$ cat src/rtl/dpa_pkg.sv
package dpa_pkg;
  localparam int unsigned NPORTS = 2;
  localparam int unsigned P_LEFT  = 0;
  localparam int unsigned P_RIGHT = 1;

  typedef enum logic [1:0] {
    OWN_NONE  = 2'd0,
    OWN_LEFT  = 2'd1,
    OWN_RIGHT = 2'd2
  } owner_e;
endpackage

$ cat src/rtl/dpa_port_track.sv
// Flags the cycle in which a port starts a new access (enable rise or address move).
module dpa_port_track #(
  parameter int unsigned AW = 12
) (
  input  logic          clk_i,
  input  logic          rst_ni,
  input  logic          en_i,
  input  logic [AW-1:0] addr_i,
  output logic          fresh_o
);
  logic          en_q;
  logic [AW-1:0] addr_q;

  always_ff @(posedge clk_i or negedge rst_ni) begin
    if (!rst_ni) begin
      en_q   <= 1'b0;
      addr_q <= '0;
    end else begin
      en_q   <= en_i;
      addr_q <= addr_i;
    end
  end

  assign fresh_o = en_i && (!en_q || (addr_i != addr_q));
endmodule

$ cat src/rtl/dpa_busy_settle.sv
// Slave side: permit only once the imported busy has been low for two cycles.
module dpa_busy_settle (
  input  logic clk_i,
  input  logic rst_ni,
  input  logic busy_ext_i,
  output logic quiet_o
);
  logic busy_q;

  always_ff @(posedge clk_i or negedge rst_ni) begin
    if (!rst_ni) busy_q <= 1'b0;
    else         busy_q <= busy_ext_i;
  end

  assign quiet_o = !busy_ext_i && !busy_q;
endmodule

$ cat src/rtl/dpa_arbiter_core.sv
module dpa_arbiter_core
  import dpa_pkg::*;
(
  input  logic              clk_i,
  input  logic              rst_ni,
  input  logic              arb_en_i,
  input  logic              match_i,
  input  logic [NPORTS-1:0] fresh_i,
  output owner_e            win_o
);
  owner_e owner_q;
  logic   tie_q;
  logic   tie;

  always_comb begin
    win_o = OWN_NONE;
    tie   = 1'b0;
    if (arb_en_i && match_i) begin
      if (owner_q == OWN_LEFT && !fresh_i[P_LEFT])
        win_o = OWN_LEFT;
      else if (owner_q == OWN_RIGHT && !fresh_i[P_RIGHT])
        win_o = OWN_RIGHT;
      else if (fresh_i[P_LEFT] && !fresh_i[P_RIGHT])
        win_o = OWN_RIGHT;   // right was there first
      else if (fresh_i[P_RIGHT] && !fresh_i[P_LEFT])
        win_o = OWN_LEFT;
      else begin
        tie   = 1'b1;
        win_o = tie_q ? OWN_LEFT : OWN_RIGHT;
      end
    end
  end

  always_ff @(posedge clk_i or negedge rst_ni) begin
    if (!rst_ni) begin
      owner_q <= OWN_NONE;
      tie_q   <= 1'b0;
    end else begin
      owner_q <= win_o;
      if (tie) tie_q <= ~tie_q;
    end
  end
endmodule

$ cat src/rtl/dpa_contention_arbiter.sv
module dpa_contention_arbiter
  import dpa_pkg::*;
#(
  parameter int unsigned AW = 12
) (
  input  logic          clk_i,
  input  logic          rst_ni,
  input  logic          master_i,
  input  logic          left_en_i,
  input  logic [AW-1:0] left_addr_i,
  input  logic          left_we_i,
  input  logic          right_en_i,
  input  logic [AW-1:0] right_addr_i,
  input  logic          right_we_i,
  input  logic          left_busy_ext_i,
  input  logic          right_busy_ext_i,
  output logic          left_busy_o,
  output logic          right_busy_o,
  output logic          left_wr_ok_o,
  output logic          right_wr_ok_o
);
  logic [NPORTS-1:0] en_v, we_v, ext_v, fresh_v, quiet_v, busy_v, wr_v;
  logic [AW-1:0]     addr_v [NPORTS];
  logic              match;
  owner_e            win;

  assign en_v  = {right_en_i, left_en_i};
  assign we_v  = {right_we_i, left_we_i};
  assign ext_v = {right_busy_ext_i, left_busy_ext_i};
  assign addr_v[P_LEFT]  = left_addr_i;
  assign addr_v[P_RIGHT] = right_addr_i;

  assign match = en_v[P_LEFT] && en_v[P_RIGHT] &&
                 (addr_v[P_LEFT] == addr_v[P_RIGHT]);

  for (genvar p = 0; p < NPORTS; p++) begin : g_port
    localparam owner_e RIVAL = (p == P_LEFT) ? OWN_RIGHT : OWN_LEFT;

    dpa_port_track #(.AW(AW)) u_track (
      .clk_i   (clk_i),
      .rst_ni  (rst_ni),
      .en_i    (en_v[p]),
      .addr_i  (addr_v[p]),
      .fresh_o (fresh_v[p])
    );

    dpa_busy_settle u_settle (
      .clk_i      (clk_i),
      .rst_ni     (rst_ni),
      .busy_ext_i (ext_v[p]),
      .quiet_o    (quiet_v[p])
    );

    assign busy_v[p] = master_i ? (win == RIVAL) : ext_v[p];
    assign wr_v[p]   = en_v[p] && we_v[p] &&
                       (master_i ? !busy_v[p] : quiet_v[p]);
  end

  dpa_arbiter_core u_core (
    .clk_i    (clk_i),
    .rst_ni   (rst_ni),
    .arb_en_i (master_i),
    .match_i  (match),
    .fresh_i  (fresh_v),
    .win_o    (win)
  );

  assign left_busy_o   = busy_v[P_LEFT];
  assign right_busy_o  = busy_v[P_RIGHT];
  assign left_wr_ok_o  = wr_v[P_LEFT];
  assign right_wr_ok_o = wr_v[P_RIGHT];
endmodule

$ cat config.mk
export PLATFORM = sky130hd
export DESIGN_NAME = dpa_contention_arbiter
export DESIGN_NICKNAME = d
export VERILOG_FILES = /design/src/rtl/dpa_pkg.sv /design/src/rtl/dpa_port_track.sv /design/src/rtl/dpa_busy_settle.sv /design/src/rtl/dpa_arbiter_core.sv /design/src/rtl/dpa_contention_arbiter.sv
export SDC_FILE = /design/constraint.sdc
export NUM_CORES = 1
export LEC_CHECK = 0
export BUFFER_PORTS_ARGS = -buffer_cell sky130_fd_sc_hd__buf_2
export CAP_MARGIN = 5
export CORE_ASPECT_RATIO = 0.7
export CORE_MARGIN = 8
export CORE_UTILIZATION = 35
export CTS_BUF_LIST = sky130_fd_sc_hd__clkbuf_8
export DETAILED_ROUTE_END_ITERATION = 6
export PLACE_DENSITY = 0.54
export SYNTH_ARGS = -nofsm -noshare
export SYNTH_HDL_FRONTEND = slang
export SYNTH_SLANG_ARGS = --single-unit
$ cat constraint.sdc
create_clock -name clk_i -period 2.4 [get_ports clk_i]
set_input_delay 0.24 -clock clk_i [delete_from_list [all_inputs] [get_ports clk_i]]
set_output_delay 0.24 -clock clk_i [all_outputs]
set_load 0.02 [all_outputs]
Word-level counts from Yosys, hierarchy flattened --
Cells that the tools add are included.
Storage, ports and cells: register bits after elaboration 31, logic and storage cells 58
Operators by class: eq/ne operators 7, mux-type cells 15, bitwise logic cells 1, reduce and logical (&&, ||, !) cells 27
Operator list (number):
- != test 12 bit | 2
- logical AND 1 bit | 15
- == test 12 bit | 1
- two-way mux 2 bit | 6
- zero test 1 bit | 10
- two-way mux 1 bit | 9
- == test 2 x 1 -> 1 bit (second input constant) | 2
- == test 2 bit (second input constant) | 2
- logical OR 1 bit | 2
- inverter 1 bit | 1

Logic depth before layout (Yosys ltp) --
depth after elaboration 15, gate-level depth with buffers 9, depth with buffers taken out 9

By module --
Synthesis repeated with hierarchy kept, for this count alone.
Unflattened totals: cells, all modules 105, area total of the unflattened synthesis 1351.3 µm²
Modules (own cells, without submodules):
- dpa_port_track | times used 2, cells each 30, area each 461.7 µm², seq. area each 325.3 µm²
- dpa_contention_arbiter | times used 1, cells each 25, area each 195.2 µm², seq. area each 0.0 µm²
- dpa_arbiter_core | times used 1, cells each 16, area each 175.2 µm², seq. area each 75.1 µm²
- dpa_busy_settle | times used 2, cells each 2, area each 28.8 µm², seq. area each 25.0 µm²

Worst setup path after synthesis --
Ideal clock, no wire load.
kind register to output, start reg g_port[0].u_track.addr_q[10], end out left_wr_ok_o, arrival 2012 ps, required time 2160 ps, slack 148 ps, cell stages (with the launch flop) 9, path through dfrtp_1 xnor2_1 nand4_1 o41ai_4 ha_1 nor2_1 a211o_1 and2_4 nor2_1
Between the ends: word-level cells in the longest chain between the ends 15
Ends and longest elaborated chain:
- start, declared | RTL line dpa_port_track.sv:12 | logic [AW-1:0] addr_q;
- start signal, assigned | RTL line dpa_port_track.sv:20 | addr_q <= addr_i;
- != test 12 bit (*) | RTL line dpa_port_track.sv:24 | assign fresh_o = en_i && (!en_q || (addr_i != addr_q));
- logical OR 1 bit (*) | RTL line dpa_port_track.sv:24
- logical AND 1 bit (*) | RTL line dpa_port_track.sv:24
- zero test 1 bit | RTL line dpa_arbiter_core.sv:19, dpa_arbiter_core.sv:25
- logical AND 1 bit | RTL line dpa_arbiter_core.sv:25 | else if (fresh_i[P_RIGHT] && !fresh_i[P_LEFT])
- two-way mux 2 bit | RTL line dpa_arbiter_core.sv:25
- two-way mux 2 bit | RTL line dpa_arbiter_core.sv:23 | else if (fresh_i[P_LEFT] && !fresh_i[P_RIGHT])
- two-way mux 2 bit | RTL line dpa_arbiter_core.sv:21 | else if (owner_q == OWN_RIGHT && !fresh_i[P_RIGHT])
- two-way mux 2 bit (*) | RTL line dpa_arbiter_core.sv:19 | if (owner_q == OWN_LEFT && !fresh_i[P_LEFT])
- two-way mux 2 bit (*) | RTL line dpa_arbiter_core.sv:18 | if (arb_en_i && match_i) begin
- named net u_core.win_o[1] | RTL line dpa_arbiter_core.sv:9 | output owner_e win_o
- == test 2 bit (*) | RTL line dpa_contention_arbiter.sv:54 | assign busy_v[p] = master_i ? (win == RIVAL) : ext_v[p];
- two-way mux 1 bit (*) | RTL line dpa_contention_arbiter.sv:54
- zero test 1 bit (*) | RTL line dpa_contention_arbiter.sv:56 | (master_i ? !busy_v[p] : quiet_v[p]);
- two-way mux 1 bit (*) | RTL line dpa_contention_arbiter.sv:56
- logical AND 1 bit (*) | RTL line dpa_contention_arbiter.sv:55 | assign wr_v[p] = en_v[p] && we_v[p] &&
- end, declared | RTL line dpa_contention_arbiter.sv:19 | output logic left_wr_ok_o,
Mark *: on every way through the listed nets, which the timed path passes. The rest lies on a longest branch.

Worst setup path after layout --
start reg g_port[0].u_track.addr_q[3], end out left_busy_o
Between the ends: word-level cells in the longest chain between the ends 12
Ends and longest elaborated chain:
- != test 12 bit (*) | RTL line dpa_port_track.sv:24
- logical OR 1 bit (*) | RTL line dpa_port_track.sv:24
- logical AND 1 bit (*) | RTL line dpa_port_track.sv:24
- zero test 1 bit | RTL line dpa_arbiter_core.sv:19, dpa_arbiter_core.sv:25
- logical AND 1 bit | RTL line dpa_arbiter_core.sv:25
- two-way mux 2 bit | RTL line dpa_arbiter_core.sv:25
- two-way mux 2 bit | RTL line dpa_arbiter_core.sv:23
- two-way mux 2 bit | RTL line dpa_arbiter_core.sv:21
- two-way mux 2 bit (*) | RTL line dpa_arbiter_core.sv:19
- two-way mux 2 bit (*) | RTL line dpa_arbiter_core.sv:18
- named net u_core.win_o[1] | RTL line dpa_arbiter_core.sv:9
- == test 2 bit (*) | RTL line dpa_contention_arbiter.sv:54
- two-way mux 1 bit (*) | RTL line dpa_contention_arbiter.sv:54
- end, declared | RTL line dpa_contention_arbiter.sv:17 | output logic left_busy_o,
Marked as above.

==> results by group <==
CTS
  • Clk_lat worst skew: 0.28 ns
  • H-tree levels: 2
  • Clock transition at path regs: 0.07 ns
  • Hold_buf cts: 0
  • CTS buffer count: 5
  • CTS tree: built
  • Clk root buf: clkbuf_8
  • Max Buffers Root-to-Sink: 2
  • CTS sink count: 31

Synth
  • Mapped Cells: 107
  • Yosys reg bits: 31
  • Avg Cell Area, Syn: 12.9 sq um
  • Yosys Warn Count: 0
  • Mapped Area: 1380 sq um
  • Post-synth cell types: 18
  • Seq/Total Area, Yosys: 56.4%
  • Syn_nets: 142

Place
  • Hpwl dp: 2320 um
  • Final GP Congestion: 0.796
  • I/O Buffers: 36
  • Placed Cells: 196

Worst setup path
  • CP cell instances: xnor2_1 > nand4_1 > o41ai_4 > ha_1 > nor2_1 > a211o_1 > and2_4 > a21o_1 > buf_2
  • Critical Path Slowest Stage Cell: dfrtp_1
  • Crit path buf inv count: 1
  • CP required: 2.16 ns
  • CP delay by family, top: compound AO/OA/AOI/OAI gates
  • CP max FO: 3
  • Slowest Stage Delay on Critical Path: 0.38 ns
  • Critical Path Start Type: register
  • WP data arrival: 2.37 ns
  • Kind of critical path: reg2out
  • Critical Path Sink Type: output pin

Floorplan
  • IO Pins: 37
  • Rows: 19
  • Chip width: 90.9 um
  • Core region area: 3850 sq um
  • Starting density of the core: 35.7%
  • Die ar.: 6220 sq um
  • Die height: 68.4 um

Pwr
  • Lkg Pwr: 0.833 nW
  • P_sw: 0.000279 W
  • Sw frac: 22.6%
  • Gate power share: 12.8%
  • Internal: 0.000957 W
  • Clock network power share: 42.1%
  • VDD IR-drop max: 0.350 mV
  • Seq pwr share: 45.1%
  • PD cells: 685 nW/um^2

Flow run
  • Max Cap Viol: 0

Worst hold path
  • Hold Path Class: in2async

Timing
  • RSZ-0062 raised after global routing: yes
  • Worst Skew: 0.00570 ns
  • Fmax achieved: 0.384 GHz
  • Slew margin rel.: 55.6%
  • Max Slew Vio Count: 0
  • Final Hold Viols: 18
  • Post-route setup slack: -0.205 ns
  • Setup-failing EPs final: 4
  • Fin crit period: 2.61 ns
  • Setup TNS: -0.665 ns
  • Final period utilization: 109%
  • Worst-margin pin slew: 0.666 ns
  • WHS: -0.00799 ns

Routing
  • Total vias in the final route: 931
  • Average wire per standard cell: 14.2 um
  • DRC: 0
  • Remaining antenna violation count: 0
  • Drt via density: 4.52
  • Initial DRC count: 13
  • Final WL: 2930 um
  • Drt first pass iters: 2

GRT
  • Total grt overflow: 0
  • First-pass GRT wire length: 4750 um
  • Tot GR Track Use: 10.2%
  • Initial antenna violation count: 0
  • Number of global-route vias before repair: 977
  • Largest net degree at the start of global routing: 32

Cells and area
  • Register Area: 776 sq um
  • Non-Filler Instances: 206
  • Area occupied by multi-input gates: 618 sq um
  • Antenna cells: 0
  • Layout cells sized above 1: 37.0%
  • Area delta synth->final: 31.3%
  • Nets: 188
  • Fill count: 383

Status
  • Failing checks: hold timing, setup timing
  • Status: complete, but fails checks
==> final timing paths <==
kind	startpoint	to	slack [ns]	cells past startpoint
setup / recovery	g_port[0].u_track.addr_q[3]$_DFF_PN0_	left_busy_o	-0.21	9
hold / removal	rst_ni	g_port[0].u_track.addr_q[8]$_DFF_PN0_	-0.008	1
setup reg to reg	g_port[0].u_track.addr_q[3]$_DFF_PN0_	u_core.owner_q[0]$_DFF_PN0_	0.49	7
hold reg to reg	u_core.tie_q$_DFFE_PN0P_	u_core.tie_q$_DFFE_PN0P_	0.49	1
max in group asynchronous	rst_ni	g_port[1].u_track.addr_q[6]$_DFF_PN0_	1.97	1
min in group clk_i	right_busy_ext_i	g_port[1].u_settle.busy_q$_DFF_PN0_	0.10	1
==> cell families (layout without fill, tap and decap cells) <==
| kind of cell | count (synthesis) | after routing | share of synthesized area (%) |
|---|---|---|---|
| AO/OA/AOI/OAI | 9 | 9 | 8.10 |
| XOR/XNOR | 37 | 37 | 23.6 |
| adder cells (fa/ha/maj) | 2 | 2 | 1.82 |
| buffers and inverters | 3 | 50 | 0.819 |
| flip-flops | 31 | 31 | 56.4 |
| AND/OR/NAND/NOR | 25 | 25 | 9.28 |
==> flip-flops by register name, summed over array words and instances (netlist names) <==
| signal | flops |
|---|---|
| g_port.u_track.addr_q | 24 |
| u_core.tie_q | 1 |
| g_port.u_track.en_q | 2 |
| g_port.u_settle.busy_q | 2 |
| u_core.owner_q | 2 |
==> power groups by stage <==
stage / clock (W) / sequential (W) / combinational (W)
floorplan: 0 / 0.000565 / 0.0000757
global route: 0.000568 / 0.000559 / 0.000175
CTS: 0.000540 / 0.000557 / 0.000156
global placement: 0 / 0.000566 / 0.000148
finish: 0.000521 / 0.000557 / 0.000159
detailed placement: 0 / 0.000567 / 0.000151
==> repair_timing <==
action / 4_1_cts / 5_1_grt
endpoints found under the hold margin: 0 / 0
gates resized for setup: 5 / 6
setup endpoints to repair: 4 / 4
setup buffers: 0 / 2
pin swaps: 6 / 6
==> worst reg2reg max path, cell delays in order, from the launching register on <==
cell	delay, ns
dfrtp_1	0.38
xnor2_1	0.15
nand4_1	0.23
o41ai_4	0.32
ha_1	0.20
nor2_1	0.04
a211o_1	0.29
a21oi_2	0.20
==> cell usage after synthesis <==
| library cell | n | area share, % |
|---|---|---|
| a21oi_2 | 2 | 1.3 |
| nand4_1 | 5 | 2.3 |
| a21o_1 | 2 | 1.1 |
| and2_4 | 1 | 0.64 |
| o41ai_4 | 2 | 4.0 |
| nor2b_1 | 2 | 0.91 |
| nor2_1 | 6 | 1.6 |
| nand3_1 | 4 | 1.5 |
| xor2_1 | 12 | 7.6 |
| dfrtp_1 | 31 | 56 |
| a211o_1 | 1 | 0.64 |
| o211ai_1 | 2 | 1.1 |
| nor4_1 | 2 | 0.91 |
| xnor2_1 | 25 | 16 |
| nand2_1 | 4 | 1.1 |
| ha_1 | 2 | 1.8 |
| nor3_1 | 1 | 0.36 |
| inv_1 | 3 | 0.82 |
==> stage by stage <==
step / hold WS (ns) / cell area [sq um] / utilization (%) / worst slack [ns] / power (W)
floorplan: -0.0556 / 1380 / - / 0.148 / 0.000641
global placement: 0.316 / 1630 / 42.3 / 0.0398 / 0.000714
detailed placement: 0.316 / 1630 / 42.3 / -0.0450 / 0.000718
CTS: 0.0151 / 1770 / 45.9 / -0.228 / 0.00125
global route: 0.0522 / 1810 / 46.9 / -0.321 / 0.00130
finish: -0.00799 / 1810 / 46.9 / -0.205 / 0.00124
==> layout make-up <==
type | count | share of cell area, %
Clock inverter | 2 | 1.94
Clock buffer | 6 | 4.57
Sequential cell | 31 | 43.0
Multi-Input combinational cell | 73 | 34.2
Inverter | 3 | 0.624
Tap cell | 52 | 3.60
Timing Repair Buffer | 39 | 12.1
==> cell usage in the layout (no fill, tap or decap), types with 3 or more instances in the layout <==
master    synthesis  routed
clkbuf_8          0       6
nand2_1           4       4
nand3_1           4       3
xor2_1           12      12
buf_4             0       4
buf_2             0      33
dfrtp_1          31      31
xnor2_1          25      23
inv_1             3       3
nand4_1           5       5
nor2_1            6       5
==> metal layers <==
metal / vias up / track usage [%] / routed length (um)
met5: - / 0 / 0
met4: 0 / 4.87 / 33
met3: 5 / 4.71 / 185
met2: 23 / 14.4 / 1320
met1: 456 / 13.1 / 1390
li1: 447 / - / -
No activity file was read; power rests on OpenSTA's default activity.
